File: config.mk
export PLATFORM = sky130hd
export DESIGN_NAME = unload_seq
export DESIGN_NICKNAME = d
export VERILOG_FILES = /design/src/rtl/unload_pkg.sv /design/src/rtl/unload_init_gate.sv /design/src/rtl/unload_hand_timer.sv /design/src/rtl/unload_stream.sv /design/src/rtl/unload_seq.sv
export SDC_FILE = /design/constraint.sdc
export NUM_CORES = 1
export LEC_CHECK = 0
export ABC_AREA = 1
export BUFFER_PORTS_ARGS = -buffer_cell sky130_fd_sc_hd__buf_2
export CAP_MARGIN = 20
export CORE_MARGIN = 2
export CORE_UTILIZATION = 59
export DETAILED_ROUTE_END_ITERATION = 10
export GPL_ROUTABILITY_DRIVEN = 0
export GPL_TIMING_DRIVEN = 0
export HOLD_SLACK_MARGIN = 0.15
export PLACE_DENSITY = 0.83
export SYNTH_ARGS = -nofsm -noshare
export SYNTH_HDL_FRONTEND = slang
export SYNTH_HIERARCHICAL = 1
export SYNTH_SLANG_ARGS = --single-unit
File: constraint.sdc
create_clock -name clk -period 3.9 [get_ports clk]
set_clock_uncertainty 0.1 [all_clocks]
set_input_delay 0 -clock clk [delete_from_list [all_inputs] [get_ports clk]]
set_output_delay 0 -clock clk [all_outputs]
set_load 0.02 [all_outputs]
File: src/rtl/unload_pkg.sv
package unload_pkg;
  typedef enum logic [1:0] {
    PH_WAIT  = 2'd0,
    PH_HAND  = 2'd1,
    PH_AVAIL = 2'd2
  } phase_e;
endpackage

File: src/rtl/unload_init_gate.sv
// Counts strobes after a mode change; opens once enough have been seen.
module unload_init_gate #(
  parameter int STROBES = 4,
  parameter int CW      = 3
) (
  input  logic clk,
  input  logic rst,
  input  logic def_i,
  input  logic dos_i,
  output logic ready_o
);
  generate
    if (STROBES == 0) begin : g_none
      logic unused_ok;
      assign unused_ok = clk ^ rst ^ def_i ^ dos_i;
      assign ready_o   = 1'b1;
    end else begin : g_cnt
      logic [CW-1:0] cnt;
      always_ff @(posedge clk) begin
        if (rst || def_i)                       cnt <= '0;
        else if (dos_i && cnt != CW'(STROBES))  cnt <= cnt + 1'b1;
      end
      assign ready_o = (cnt == CW'(STROBES));
    end
  endgenerate
endmodule

File: src/rtl/unload_hand_timer.sv
// Handover countdown: free-running or strobe-paced, length set by size/mode.
module unload_hand_timer #(
  parameter int STD_LEN   = 6,
  parameter int LARGE_LEN = 4,
  parameter int CW        = 3
) (
  input  logic clk,
  input  logic rst,
  input  logic abort_i,
  input  logic load_i,
  input  logic active_i,
  input  logic big_i,
  input  logic single_i,
  input  logic den_i,
  input  logic dos_i,
  output logic expire_o
);
  logic [CW-1:0] cnt;
  logic          free_run;
  logic          tick;

  assign tick     = free_run | dos_i;
  assign expire_o = active_i && tick && (cnt == CW'(1));

  always_ff @(posedge clk) begin
    if (rst || abort_i) begin
      cnt      <= '0;
      free_run <= 1'b0;
    end else if (load_i) begin
      cnt      <= (big_i && single_i) ? CW'(LARGE_LEN) : CW'(STD_LEN);
      free_run <= single_i && !den_i;
    end else if (active_i && tick && cnt != '0) begin
      cnt <= cnt - 1'b1;
    end
  end
endmodule

File: src/rtl/unload_stream.sv
// Pipeline fill (prime + qualified strobes) and read-address stream.
module unload_stream #(
  parameter int SMALL_PTS = 256,
  parameter int LARGE_PTS = 1024,
  parameter int FILL      = 4,
  parameter int AW        = 10,
  parameter int FW        = 3
) (
  input  logic          clk,
  input  logic          rst,
  input  logic          clr_i,
  input  logic          en_i,
  input  logic          big_i,
  input  logic          dos_i,
  input  logic          den_i,
  output logic          valid_o,
  output logic [AW-1:0] addr_o,
  output logic [FW-1:0] fill_o,
  output logic          last_o
);
  localparam logic [AW-1:0] SMALL_LAST = AW'(SMALL_PTS - 1);
  localparam logic [AW-1:0] LARGE_LAST = AW'(LARGE_PTS - 1);

  logic          step, qual;
  logic [AW-1:0] last_addr;

  assign step      = en_i && dos_i;
  assign qual      = step && den_i;
  assign last_addr = big_i ? LARGE_LAST : SMALL_LAST;
  assign last_o    = valid_o && qual && (addr_o == last_addr);

  always_ff @(posedge clk) begin
    if (rst || clr_i) begin
      valid_o <= 1'b0;
      addr_o  <= '0;
      fill_o  <= '0;
    end else if (step) begin
      if (!valid_o) begin
        if (fill_o == '0) begin
          fill_o <= FW'(1);
        end else if (den_i) begin
          fill_o <= fill_o + 1'b1;
          if (fill_o == FW'(FILL)) begin
            valid_o <= 1'b1;
            addr_o  <= '0;
          end
        end
      end else if (den_i) begin
        if (last_o) begin
          valid_o <= 1'b0;
          addr_o  <= '0;
          fill_o  <= '0;
        end else begin
          addr_o <= addr_o + 1'b1;
        end
      end
    end
  end
endmodule

File: src/rtl/unload_seq.sv
module unload_seq #(
  parameter int SMALL_PTS    = 256,
  parameter int LARGE_PTS    = 1024,
  parameter int HAND_STD     = 6,
  parameter int HAND_LARGE   = 4,
  parameter int FILL_QUAL    = 4,
  parameter int INIT_STROBES = 4,
  parameter int AW           = $clog2(LARGE_PTS),
  parameter int FW           = $clog2(FILL_QUAL + 2)
) (
  input  logic          clk,
  input  logic          rst,
  input  logic          out_strobe,
  input  logic          out_enable,
  input  logic          mode_chg,
  input  logic          big_size,
  input  logic          single_dev,
  input  logic          xform_done,
  output logic          data_avail,
  output logic          out_valid,
  output logic [AW-1:0] rd_addr,
  output logic [FW-1:0] fill_cnt
);
  import unload_pkg::*;

  localparam int HMAX = (HAND_STD > HAND_LARGE) ? HAND_STD : HAND_LARGE;
  localparam int HW   = $clog2(HMAX + 1);
  localparam int IW   = $clog2(INIT_STROBES + 1);

  phase_e phase;
  logic   big_q;
  logic   init_ready, hand_expire, stream_last, load_hand;

  assign load_hand  = (phase == PH_WAIT) && xform_done;
  assign data_avail = (phase == PH_AVAIL) && init_ready;

  always_ff @(posedge clk) begin
    if (rst || mode_chg) begin
      phase <= PH_WAIT;
      big_q <= 1'b0;
    end else begin
      case (phase)
        PH_WAIT:  if (xform_done) begin
                    phase <= PH_HAND;
                    big_q <= big_size;
                  end
        PH_HAND:  if (hand_expire) phase <= PH_AVAIL;
        PH_AVAIL: if (stream_last) phase <= PH_WAIT;
        default:  phase <= PH_WAIT;
      endcase
    end
  end

  unload_init_gate #(.STROBES(INIT_STROBES), .CW(IW)) u_init (
    .clk(clk), .rst(rst), .def_i(mode_chg), .dos_i(out_strobe),
    .ready_o(init_ready)
  );

  unload_hand_timer #(.STD_LEN(HAND_STD), .LARGE_LEN(HAND_LARGE), .CW(HW)) u_hand (
    .clk(clk), .rst(rst), .abort_i(mode_chg), .load_i(load_hand),
    .active_i(phase == PH_HAND), .big_i(big_size), .single_i(single_dev),
    .den_i(out_enable), .dos_i(out_strobe), .expire_o(hand_expire)
  );

  unload_stream #(.SMALL_PTS(SMALL_PTS), .LARGE_PTS(LARGE_PTS), .FILL(FILL_QUAL),
                  .AW(AW), .FW(FW)) u_stream (
    .clk(clk), .rst(rst), .clr_i(mode_chg || phase != PH_AVAIL),
    .en_i(data_avail), .big_i(big_q), .dos_i(out_strobe), .den_i(out_enable),
    .valid_o(out_valid), .addr_o(rd_addr), .fill_o(fill_cnt), .last_o(stream_last)
  );
endmodule

Word-level counts from Yosys, hierarchy flattened
Cells that the tools add are included.

operators by class
  magnitude comparators = 0
  add/sub/neg operators = 4
  shift operators = 0
  bitwise operators = 1
  multiply operators = 0
  reductions and logical operators = 26
  equality and inequality tests = 14
  divide/modulo/power cells = 0
  muxes and demuxes = 25

operators by type and width
  cell                     number
  $mux W10                 7
  $mux W3                  7
  $logic_and A1 B1 Y1      12
  $ne A2 B2 Y1 const B     6
  $add A10 B1 Y10 const B  1
  $eq A10 B10 Y1           1
  $mux W2                  4
  $add A3 B1 Y3 const B    2
  $eq A3 B3 Y1 const B     2
  $mux W1                  6
  $pmux W2 S3              1
  $reduce_bool A2 Y1       3
  $reduce_and A5 Y1        1
  $reduce_and A4 Y1        1
  $eq A3 B1 Y1 const B     1
  $logic_not A3 Y1         1
  $logic_or A1 B1 Y1       3
  $ne A3 B3 Y1 const B     1
  $reduce_and A3 Y1        1
  $reduce_bool A3 Y1       1
  $sub A3 B1 Y3 const B    1
  $eq A2 B1 Y1 const B     1
  $eq A2 B2 Y1 const B     1
  $logic_not A2 Y1         1
  other kinds (4)          4

storage, ports and cells
  latch bits = 0
  output and inout port bits = 15
  bits in read-only memories = 0
  RAM bits = 0
  flip-flop bits (word level) = 24
  memories = 0
  word-level logic and storage cells = 78

Logic depth before layout (Yosys ltp)
Gate-level depths: netlist of run 1.

  depth after elaboration = 9
  mapped depth = 13

Cells and area by module
The synthesis of run 1 kept the hierarchy.

modules (own cells, without submodules)
  module             area each (sq um)  cells each  instances
  unload_stream      767.0              106         1
  unload_hand_timer  275.3              38          1
  unload_init_gate   175.2              27          1
  unload_seq         162.7              24          1

Worst setup path before layout of run 1
OpenSTA, ideal clock, no wires.

  path type = flip-flop to flip-flop
  start = reg u_init.g_cnt.cnt[0]
  end = reg u_stream.addr_o[7]
  arrival = 1.952 ns
  period minus slack after synthesis = 2.168 ns
  cell stages (with the launch flop) = 14
  data required time = 3.684 ns
  setup slack = 1.732 ns
  path buffers = 0
  cells stage by stage = dfxtp_1 -> inv_1 -> ha_1 -> nand2_2 -> inv_1 -> inv_1 -> nor2_1 -> nand3_1 -> a21oi_4 -> inv_1 -> nor2_1 -> nand3_1 -> o21ai_0 -> nor2_1

between the ends
  word-level cells in the longest chain between the ends = 9
  elaborated cells between the ends (all ways) = 10

ends and longest elaborated chain
  what                              line                    RTL
  start: declaration                unload_init_gate.sv:18  logic [CW-1:0] cnt;
  start signal: assignment          unload_init_gate.sv:21  else if (dos_i && cnt != CW'(STROBES)) cnt <= cnt + 1'b1;
  $eq A3 B3 Y1 *                    unload_init_gate.sv:23  assign ready_o = (cnt == CW'(STROBES));
  via init_ready                    unload_seq.sv:32        logic init_ready, hand_expire, stream_last, load_hand;
  $logic_and A1 B1 Y1 *             unload_seq.sv:35        assign data_avail = (phase == PH_AVAIL) && init_ready;
  via data_avail                    unload_seq.sv:19        output logic data_avail,
  $logic_and A1 B1 Y1 *             unload_stream.sv:27     assign step = en_i && dos_i;
  $logic_and A1 B1 Y1               unload_stream.sv:28     assign qual = step && den_i;
  $logic_and A1 B1 Y1 (2 in a row)  unload_stream.sv:30     assign last_o = valid_o && qual && (addr_o == last_addr);
  $mux W10                          unload_stream.sv:49     if (last_o) begin
  $mux W10                          unload_stream.sv:48     end else if (den_i) begin
  $mux W10                          unload_stream.sv:38     if (!valid_o) begin
  end signal: assignment            unload_stream.sv:54     addr_o <= addr_o + 1'b1;
  end: declaration                  unload_stream.sv:17     output logic [AW-1:0] addr_o,

The timed path passes the listed nets; every way through them passes the cells marked *. The select of a mux whose other input is x is not followed.
A chain may end at the register's enable or synchronous reset.

Final worst setup path of run 1
  start = in mode_chg
  end = reg u_init.g_cnt.cnt[0]

between the ends
  word-level cells in the longest chain between the ends = 1

ends and longest elaborated chain
  what                line                    RTL
  start: declaration  unload_seq.sv:15        input logic mode_chg,
  $logic_or A1 B1 Y1  unload_init_gate.sv:20  if (rst || def_i) cnt <= '0;

No other way between the ends.

==> metrics.txt, run 1 <==
outcome complete, no violations; Die Area 2740 µm²; post-synthesis sequential area ratio 0.348; Starting Density 0.624; endpoint arrival time on the critical path 2620 ps; Seq pwr share 0.579; most area-consuming cells after synthesis dfxtp_1 35%, nand2_1 10%, inv_1 7.6%; Max transition margin 0.736; Final setup viols 0; reg2reg start u_init/g_cnt.cnt[0]; Port Buffer Count 22; DIE HEIGHT 52.4 µm; antenna violations before repair 0; fin crit share 0.624; fillers 157; Synth Register Bits 24; Pwr Density 253 nW/µm²; worst path required time 4090 ps; P_leak 0.749 nW; Placement Cell Area 1530 µm²; capturing point of the worst reg2reg path u_init/g_cnt.cnt[0]; Clock transition at path regs 140 ps; ys async rst share 0; # IOs 23; leading area contributor after synthesis dfxtp_1; NumNets Final 253; gr usage total 0.262; average wire per standard cell 11.8 µm; final wirelength 3.12 mm; P_int 0.326 mW; crit path kind input port to flop; vias per inst 5.25; largest net degree at the start of global routing 14; max-capacitance violation count 0; DRC 0; FMAX 411 MHz; CP max FO 5; Post-CTS Setup Inserts 0; Hold Path Class flop to flop; r2r setup slk 1630 ps; worst-skew pair later-pin latency 330 ps; CTS-repair resized insts 0; grt ovf 0; number of global-route vias before repair 1295; Tmin final 2430 ps; Netlist Area Pre-Place 1380 µm²; final hold violation count 0; Post-synth EDFFs 0; CP Capture Type flop; CTS root buf clkbuf_4; detailed router's first-iteration violation count 43; CTS tree yes; count leader, synth nand2_1; yosys warns 6; Comb pwr share 0.101; top_reg_cell synth dfxtp_1; Clk pwr share 0.320; syn_area_per_cell 7.08 µm²; area delta synth->final 24.0%; share of Yosys cell area claimed by the top area cell type 0.348; clk sink count 24; reg2reg path depth 8; total number of vias 1386; Synth Instances 195; min-delay src u_stream/fill_o[1]; Clock Path Buffers 2; Diodes inserted 0; CP Launch Type input port; post-layout instance area 1710 µm²; DRT antenna net count 0; layout cells sized above 1 0.203; Sum Neg Setup Slack 0 ps; unrepaired setup endpoints after global routing no; H-tree depth 1; die width 52.4 µm; hold buffers post-CTS 15; total nets after synthesis 211; Final Max Tran Viols 0; switching part of the total 0.246; FP Rows 17; worst hold slack 423 ps; Synth cell types 25; sw power 0.106 mW; Slew @ Worst Pin 392 ps; WHS Endpoint u_stream/fill_o[1]; Finished Core Util 0.774; Synth top cells by count 37 x nand2_1, 28 x inv_1, 28 x nor2_1, 24 x dfxtp_1, 19 x nand3_1; Max IR drop VDD 0.256 mV; first-pass GRT wire length 5.31 mm; Hold Path Stages 2; post-DP HPWL 2.18 mm; core region area 2210 µm²; Pre-antenna DRT Iters 4; cts bufs inserted 3
## stage by stage
stage / total power [mW] / cells / worst slack, ps
after floorplan: 0.277 / 195 / 1730
after global placement: 0.286 / 245 / 1810
after detailed placement: 0.288 / 245 / 1750
after CTS: 0.433 / 264 / 1500
after global routing: 0.448 / 264 / 1370
final: 0.433 / 264 / 1470
## worst max path at each step
stage                              startpoint                   to  slack [ps]
after global routing                 mode_chg  u_init/g_cnt.cnt[0]        1370
after detailed placement  u_init/g_cnt.cnt[0]   u_stream/addr_o[7]        1750
final                                mode_chg  u_init/g_cnt.cnt[0]        1470
after floorplan           u_init/g_cnt.cnt[0]   u_stream/addr_o[7]        1730
after CTS                            mode_chg  u_init/g_cnt.cnt[0]        1500
after global placement    u_init/g_cnt.cnt[0]   u_stream/addr_o[7]        1810
## logic make-up (layout without fill, tap and decap cells)
logic type | count (synthesis) | after routing | synth area share
compound gates | 20 | 20 | 0.0879
xor+xnor | 6 | 6 | 0.0381
fa+ha+maj | 8 | 8 | 0.0725
buf+inv | 33 | 74 | 0.0898
flops | 24 | 24 | 0.348
mux | 1 | 1 | 0.00725
simple gates | 103 | 103 | 0.356
## final cells by class
class / instances / area (µm²) / area share
inverters: 33 / 124 / 0.0724
clock buffers: 4 / 36.3 / 0.0212
flip-flops and latches: 24 / 480 / 0.281
repair buffers: 37 / 260 / 0.152
multi-input cells: 138 / 776 / 0.453
well taps: 28 / 35.0 / 0.0205
## state kept, by name (all words and copies together), names as in the netlist
signal            flops
big_q                 1
phase                 2
u_hand/cnt            3
u_hand/free_run       1
u_init/g_cnt.cnt      3
u_stream/addr_o      10
u_stream/fill_o       3
u_stream/valid_o      1
## power groups by stage
stage	registers [mW]	logic, mW	clock network (mW)
6_report	0.250	0.0437	0.139
5_1_grt	0.251	0.0482	0.149
4_1_cts	0.250	0.0422	0.140
3_5_place_dp	0.256	0.0321	0
3_3_place_gp	0.256	0.0302	0
2_1_floorplan	0.255	0.0217	0
## cell usage in the layout, fill, tap and decap left out, drive strengths merged, types with 2 or more instances in the layout
cell and instances:
nand3 22, a31oi 2, clkbuf 4, inv 33
xor2 6, nand4 2, ha 8, dlygate4sd3 15
nor3 2, dfxtp 24, or2 3, a21oi 12
nor2 31, nand2 42, buf 22, o21ai 6
## layer usage
| layer | GRT usage | up-vias | routed length (µm) |
|---|---|---|---|
| met2 | 0.465 | 31 | 1550 |
| met5 | 0 | - | 0 |
| met3 | 0.0286 | 7 | 95 |
| met4 | 0.128 | 0 | 64 |
| li1 | - | 698 | - |
| met1 | 0.310 | 650 | 1420 |
## worst max-delay path: stages
cell	delay, ps
dlygate4sd3_1	530
buf_2	150
nor2_1	100
dlygate4sd3_1	600
nand2_1	70
dlygate4sd3_1	550
nor2_1	80
dlygate4sd3_1	540
No activity file was read; power rests on OpenSTA's default activity.
==> run 2, diff against run 1 <==
--- a/config.mk
+++ b/config.mk
@@ -9,12 +9,12 @@
 export BUFFER_PORTS_ARGS = -buffer_cell sky130_fd_sc_hd__buf_2
 export CAP_MARGIN = 20
 export CORE_MARGIN = 2
-export CORE_UTILIZATION = 59
+export CORE_UTILIZATION = 55
 export DETAILED_ROUTE_END_ITERATION = 10
 export GPL_ROUTABILITY_DRIVEN = 0
 export GPL_TIMING_DRIVEN = 0
 export HOLD_SLACK_MARGIN = 0.15
-export PLACE_DENSITY = 0.83
+export PLACE_DENSITY = 0.78
 export SYNTH_ARGS = -nofsm -noshare
 export SYNTH_HDL_FRONTEND = slang
 export SYNTH_HIERARCHICAL = 1
==> constraint.sdc (replaced) <==
create_clock -name clk -period 2.33 [get_ports clk]
set_clock_uncertainty 0.1 [all_clocks]
set_input_delay 0 -clock clk [delete_from_list [all_inputs] [get_ports clk]]
set_output_delay 0 -clock clk [all_outputs]
set_load 0.02 [all_outputs]
==> metrics.txt, run 2 (synthesis results as in run 1) <==
Final setup viols 0; total number of vias 1350; CP Capture Type flop; Max transition margin 0.713; Die Area 2930 µm²; fin crit share 0.906; core region area 2430 µm²; number of global-route vias before repair 1265; Final Max Tran Viols 0; final hold violation count 0; worst-skew pair later-pin latency 320 ps; average wire per standard cell 11.7 µm; die width 54.1 µm; Clock transition at path regs 140 ps; Pre-antenna DRT Iters 4; max-capacitance violation count 0; CP max FO 5; largest net degree at the start of global routing 15; CTS tree yes; FP Rows 18; r2r setup slk 220 ps; grt ovf 0; endpoint arrival time on the critical path 2230 ps; unrepaired setup endpoints after global routing no; max reg flops 10; most frequent cells in the layout 37 x nand2_1, 28 x inv_1, 28 x nor2_1; Port Buffer Count 22; Hold Path Stages 2; dpl ws 183 ps; reg2reg path depth 11; Hold Path Class flop to flop; Sum Neg Setup Slack 0 ps; post-DP HPWL 2.17 mm; capturing point of the worst reg2reg path u_stream/addr_o[9]; crit path kind flop to flop; reg2reg start u_init/g_cnt.cnt[0]; H-tree depth 1; PnR worst setup slack 219 ps; final wirelength 3.14 mm; worst hold slack 416 ps; Pwr Density 455 nW/µm²; detailed router's first-iteration violation count 43; most common cell after layout, fill and taps aside nand2_1; min-delay src u_stream/addr_o[0]; Starting Density 0.567; CTS root buf clkbuf_4; vias per inst 5.04; area delta synth->final 26.7%; CP Launch Type flop; Tmin final 2110 ps; Largest Register u_stream/addr_o; Clock Path Buffers 2; Diodes inserted 0; P_leak 0.761 nW; layout cells sized above 1 0.218; # IOs 23; Finished Core Util 0.719; NumNets Final 255; DRC 0; DIE HEIGHT 54.1 µm; antenna violations before repair 0; DRT antenna net count 0; Max IR drop VDD 0.356 mV; clk sink count 24; cts bufs inserted 3; gr usage total 0.227; first-pass GRT wire length 4.90 mm; Final Total Pwr 0.795 mW; WHS Endpoint u_stream/addr_o[0]; Slew @ Worst Pin 426 ps; FMAX 474 MHz; worst path required time 2450 ps; outcome complete, no violations
[run 2: cell count changes in the layout (fill, tap and decap cells not counted)]
cell           previous run  this run
bufinv_16                 0         1
buf_4                     0         2
a21oi_2                   1         2
dlygate4sd3_1            15        14
nand3_2                   1         2
clkbuf_8                  1         0
nand3_1                  19        18
[run 2: worst max-delay path, stage by stage (launching register included)]
cell and delay [ps]:
dfxtp_1 360, inv_1 60, ha_1 180, nand2_2 100
inv_1 60, inv_1 30, nor2_1 210, nand3_2 190
a21oi_4 260, inv_1 140, nor4_1 220, nor2_1 90
[run 2: worst max path at each step]
| stage | from | end | slack, ps | cells after the start |
|---|---|---|---|---|
| floorplan | u_init/g_cnt.cnt[0] | u_stream/addr_o[7] | 160 | 13 |
| global placement | u_init/g_cnt.cnt[0] | u_stream/addr_o[7] | 260 | 13 |
| detailed placement | u_init/g_cnt.cnt[0] | u_stream/addr_o[7] | 180 | 13 |
| CTS | u_init/g_cnt.cnt[0] | u_stream/addr_o[9] | 140 | 11 |
| global route | u_init/g_cnt.cnt[0] | u_stream/addr_o[9] | 40 | 11 |
| finish | u_init/g_cnt.cnt[0] | u_stream/addr_o[9] | 220 | 11 |
[run 2: layout make-up]
class                   instances  area [µm²]
flip-flops and latches         24         480
clock inverters                 1        30.0
multi-input cells             139         790
clock buffers                   3        22.5
well taps                      30        37.5
repair buffers                 38         265
fillers                       211         683
inverters                      33         124
[run 2: metrics by stage]
stage	cell area [µm²]	instances
floorplan	1380	195
global placement	1530	247
detailed placement	1530	247
CTS	1720	265
global route	1750	268
finish	1750	268
[run 2: where the power goes]
part | total [mW] | switching (mW) | internal (mW)
clock network | 0.306 | 0.132 | 0.174
registers | 0.419 | 0.00359 | 0.416
logic | 0.0703 | 0.0367 | 0.0336
[run 2: what timing repair did]
item	CTS	global route
endpoints found under the hold margin	24	0
gates resized for setup	0	1
endpoints found under the setup margin	0	3
buffers inserted	0	2
hold buffers	14	0
[run 2: routing by layer]
layer / vias up / track usage / wire (µm)
met5: - / 0 / 0
met4: 0 / 0.0917 / 31
met3: 4 / 0.0389 / 150
met2: 43 / 0.415 / 1520
met1: 601 / 0.260 / 1440
li1: 702 / - / -
==> run 3, diff against run 2 <==
--- a/config.mk
+++ b/config.mk
@@ -12,8 +12,7 @@
 export CORE_UTILIZATION = 55
 export DETAILED_ROUTE_END_ITERATION = 10
 export GPL_ROUTABILITY_DRIVEN = 0
-export GPL_TIMING_DRIVEN = 0
-export HOLD_SLACK_MARGIN = 0.15
+export HOLD_SLACK_MARGIN = 0.12
 export PLACE_DENSITY = 0.78
 export SYNTH_ARGS = -nofsm -noshare
 export SYNTH_HDL_FRONTEND = slang
==> constraint.sdc (replaced) <==
create_clock -name clk -period 2.33 [get_ports clk]
set_clock_uncertainty 0.1 [all_clocks]
set_input_delay 0 -clock clk [delete_from_list [all_inputs] [get_ports clk]]
set_output_delay 0 -clock clk [all_outputs]
set_load 0.01 [all_outputs]
==> metrics.txt, run 3 (synthesis results as in run 1) <==
placed insts 247; dpl ws 226 ps; unrepaired setup endpoints after global routing no; Slew @ Worst Pin 397 ps; switching part of the total 0.238; Die Area 2930 µm²; NumNets Final 254; Final Max Tran Viols 0; DIE HEIGHT 54.1 µm; gr usage total 0.235; detailed router's first-iteration violation count 61; worst path required time 2490 ps; CTS root buf clkbuf_4; endpoint arrival time on the critical path 2350 ps; r2r setup slk 140 ps; H-tree depth 1; Comb pwr share 0.100; max reg flops 10; Multi-input gate area 776 µm²; most frequent cells in the layout 37 x nand2_1, 28 x inv_1, 28 x nor2_1; FMAX 457 MHz; Largest Register u_stream/addr_o; grt ovf 0; Hold Path Class flop to flop; crit path kind flop to flop; total number of vias 1370; Clk pwr share 0.313; worst-skew pair later-pin latency 310 ps; Seq pwr share 0.586; fin crit share 0.940; post-DP HPWL 2.12 mm; final hold violation count 0; fillers 198; Post-Layout Cell Count 267; final wirelength 3.10 mm; area delta synth->final 25.5%; Max transition margin 0.733; Pre-antenna DRT Iters 4; cts bufs inserted 3; die width 54.1 µm; DRC 0; PnR worst setup slack 141 ps; Tmin final 2190 ps; # IOs 23; Clock Path Buffers 2; Port Buffer Count 22; FP Rows 18; clk sink count 24; P_int 0.545 mW; CP max FO 5; Final setup viols 0; DRT antenna net count 0; vias per inst 5.13; antenna violations before repair 0; sw power 0.170 mW; CP Launch Type flop; Starting Density 0.567; number of global-route vias before repair 1237; register area 480 µm²; P_leak 0.756 nW; first-pass GRT wire length 5.04 mm; Max IR drop VDD 0.313 mV; outcome complete, no violations; Pwr Density 413 nW/µm²; Clock transition at path regs 130 ps; Sum Neg Setup Slack 0 ps; Diodes inserted 0; layout cells sized above 1 0.211; max-capacitance violation count 0; CTS tree yes; largest net degree at the start of global routing 14; CP Capture Type flop; Final Total Pwr 0.715 mW; most common cell after layout, fill and taps aside nand2_1; core region area 2430 µm²; average wire per standard cell 11.6 µm
-- run 3: cell types whose count changed in the layout (fill, tap and decap cells not counted) --
cell	delta
clkbuf_8	+1
nand3_2	-1
buf_12	+1
nand3_1	+1
buf_4	-1
bufinv_16	-1
a21oi_2	-1
-- run 3: routing by layer --
layer	global-route usage	vias to the layer above	wire length, µm
li1	-	702	-
met3	0.0306	8	137
met2	0.404	42	1460
met1	0.294	618	1450
met5	0	-	0
met4	0.0958	0	55
-- run 3: worst paths after layout --
path,startpoint,end,depth (start not counted)
min reg2reg,u_stream/fill_o[1],u_stream/fill_o[1],2
min,u_stream/fill_o[1],u_stream/fill_o[1],2
max,phase[1],big_q,7
max reg2reg,phase[1],big_q,7
-- run 3: stage by stage --
| stage | area [µm²] | util | hold slack, ps |
|---|---|---|---|
| after floorplan | 1380 | - | 35.1 |
| after global placement | 1530 | 0.628 | 152 |
| after detailed placement | 1530 | 0.628 | 163 |
| after CTS | 1700 | 0.701 | 422 |
| after global routing | 1730 | 0.712 | 458 |
| final | 1730 | 0.712 | 420 |
-- run 3: cell type report --
class / instances / share of cell area
Clock buffer: 4 / 0.0210
Timing Repair Buffer: 38 / 0.160
Inverter: 33 / 0.0715
Multi-Input combinational cell: 138 / 0.448
Sequential cell: 24 / 0.277
Tap cell: 30 / 0.0217
-- run 3: repair_timing --
| action | in CTS | in global routing |
|---|---|---|
| setup buffers | 0 | 2 |
| resized for setup | 0 | 0 |
| hold buffers | 14 | 0 |
| endpoints found under the hold margin | 24 | 0 |
| setup endpoints to repair | 0 | 1 |
-- run 3: power groups by stage --
| stage | Sequential (mW) | Clock (mW) | Combinational [mW] |
|---|---|---|---|
| global placement | 0.428 | 0 | 0.0510 |
| finish | 0.419 | 0.224 | 0.0716 |
| floorplan | 0.427 | 0 | 0.0363 |
| CTS | 0.419 | 0.232 | 0.0691 |
| detailed placement | 0.428 | 0 | 0.0532 |
| global route | 0.420 | 0.251 | 0.0800 |
-- run 3: critical path, stage by stage (launching register included) --
cell           delay [ps]
dfxtp_1               360
nor2_2                160
nand2_2                90
inv_2                 100
nand2_2                50
dlygate4sd3_1         570
a21oi_2               130
dlygate4sd3_1         570
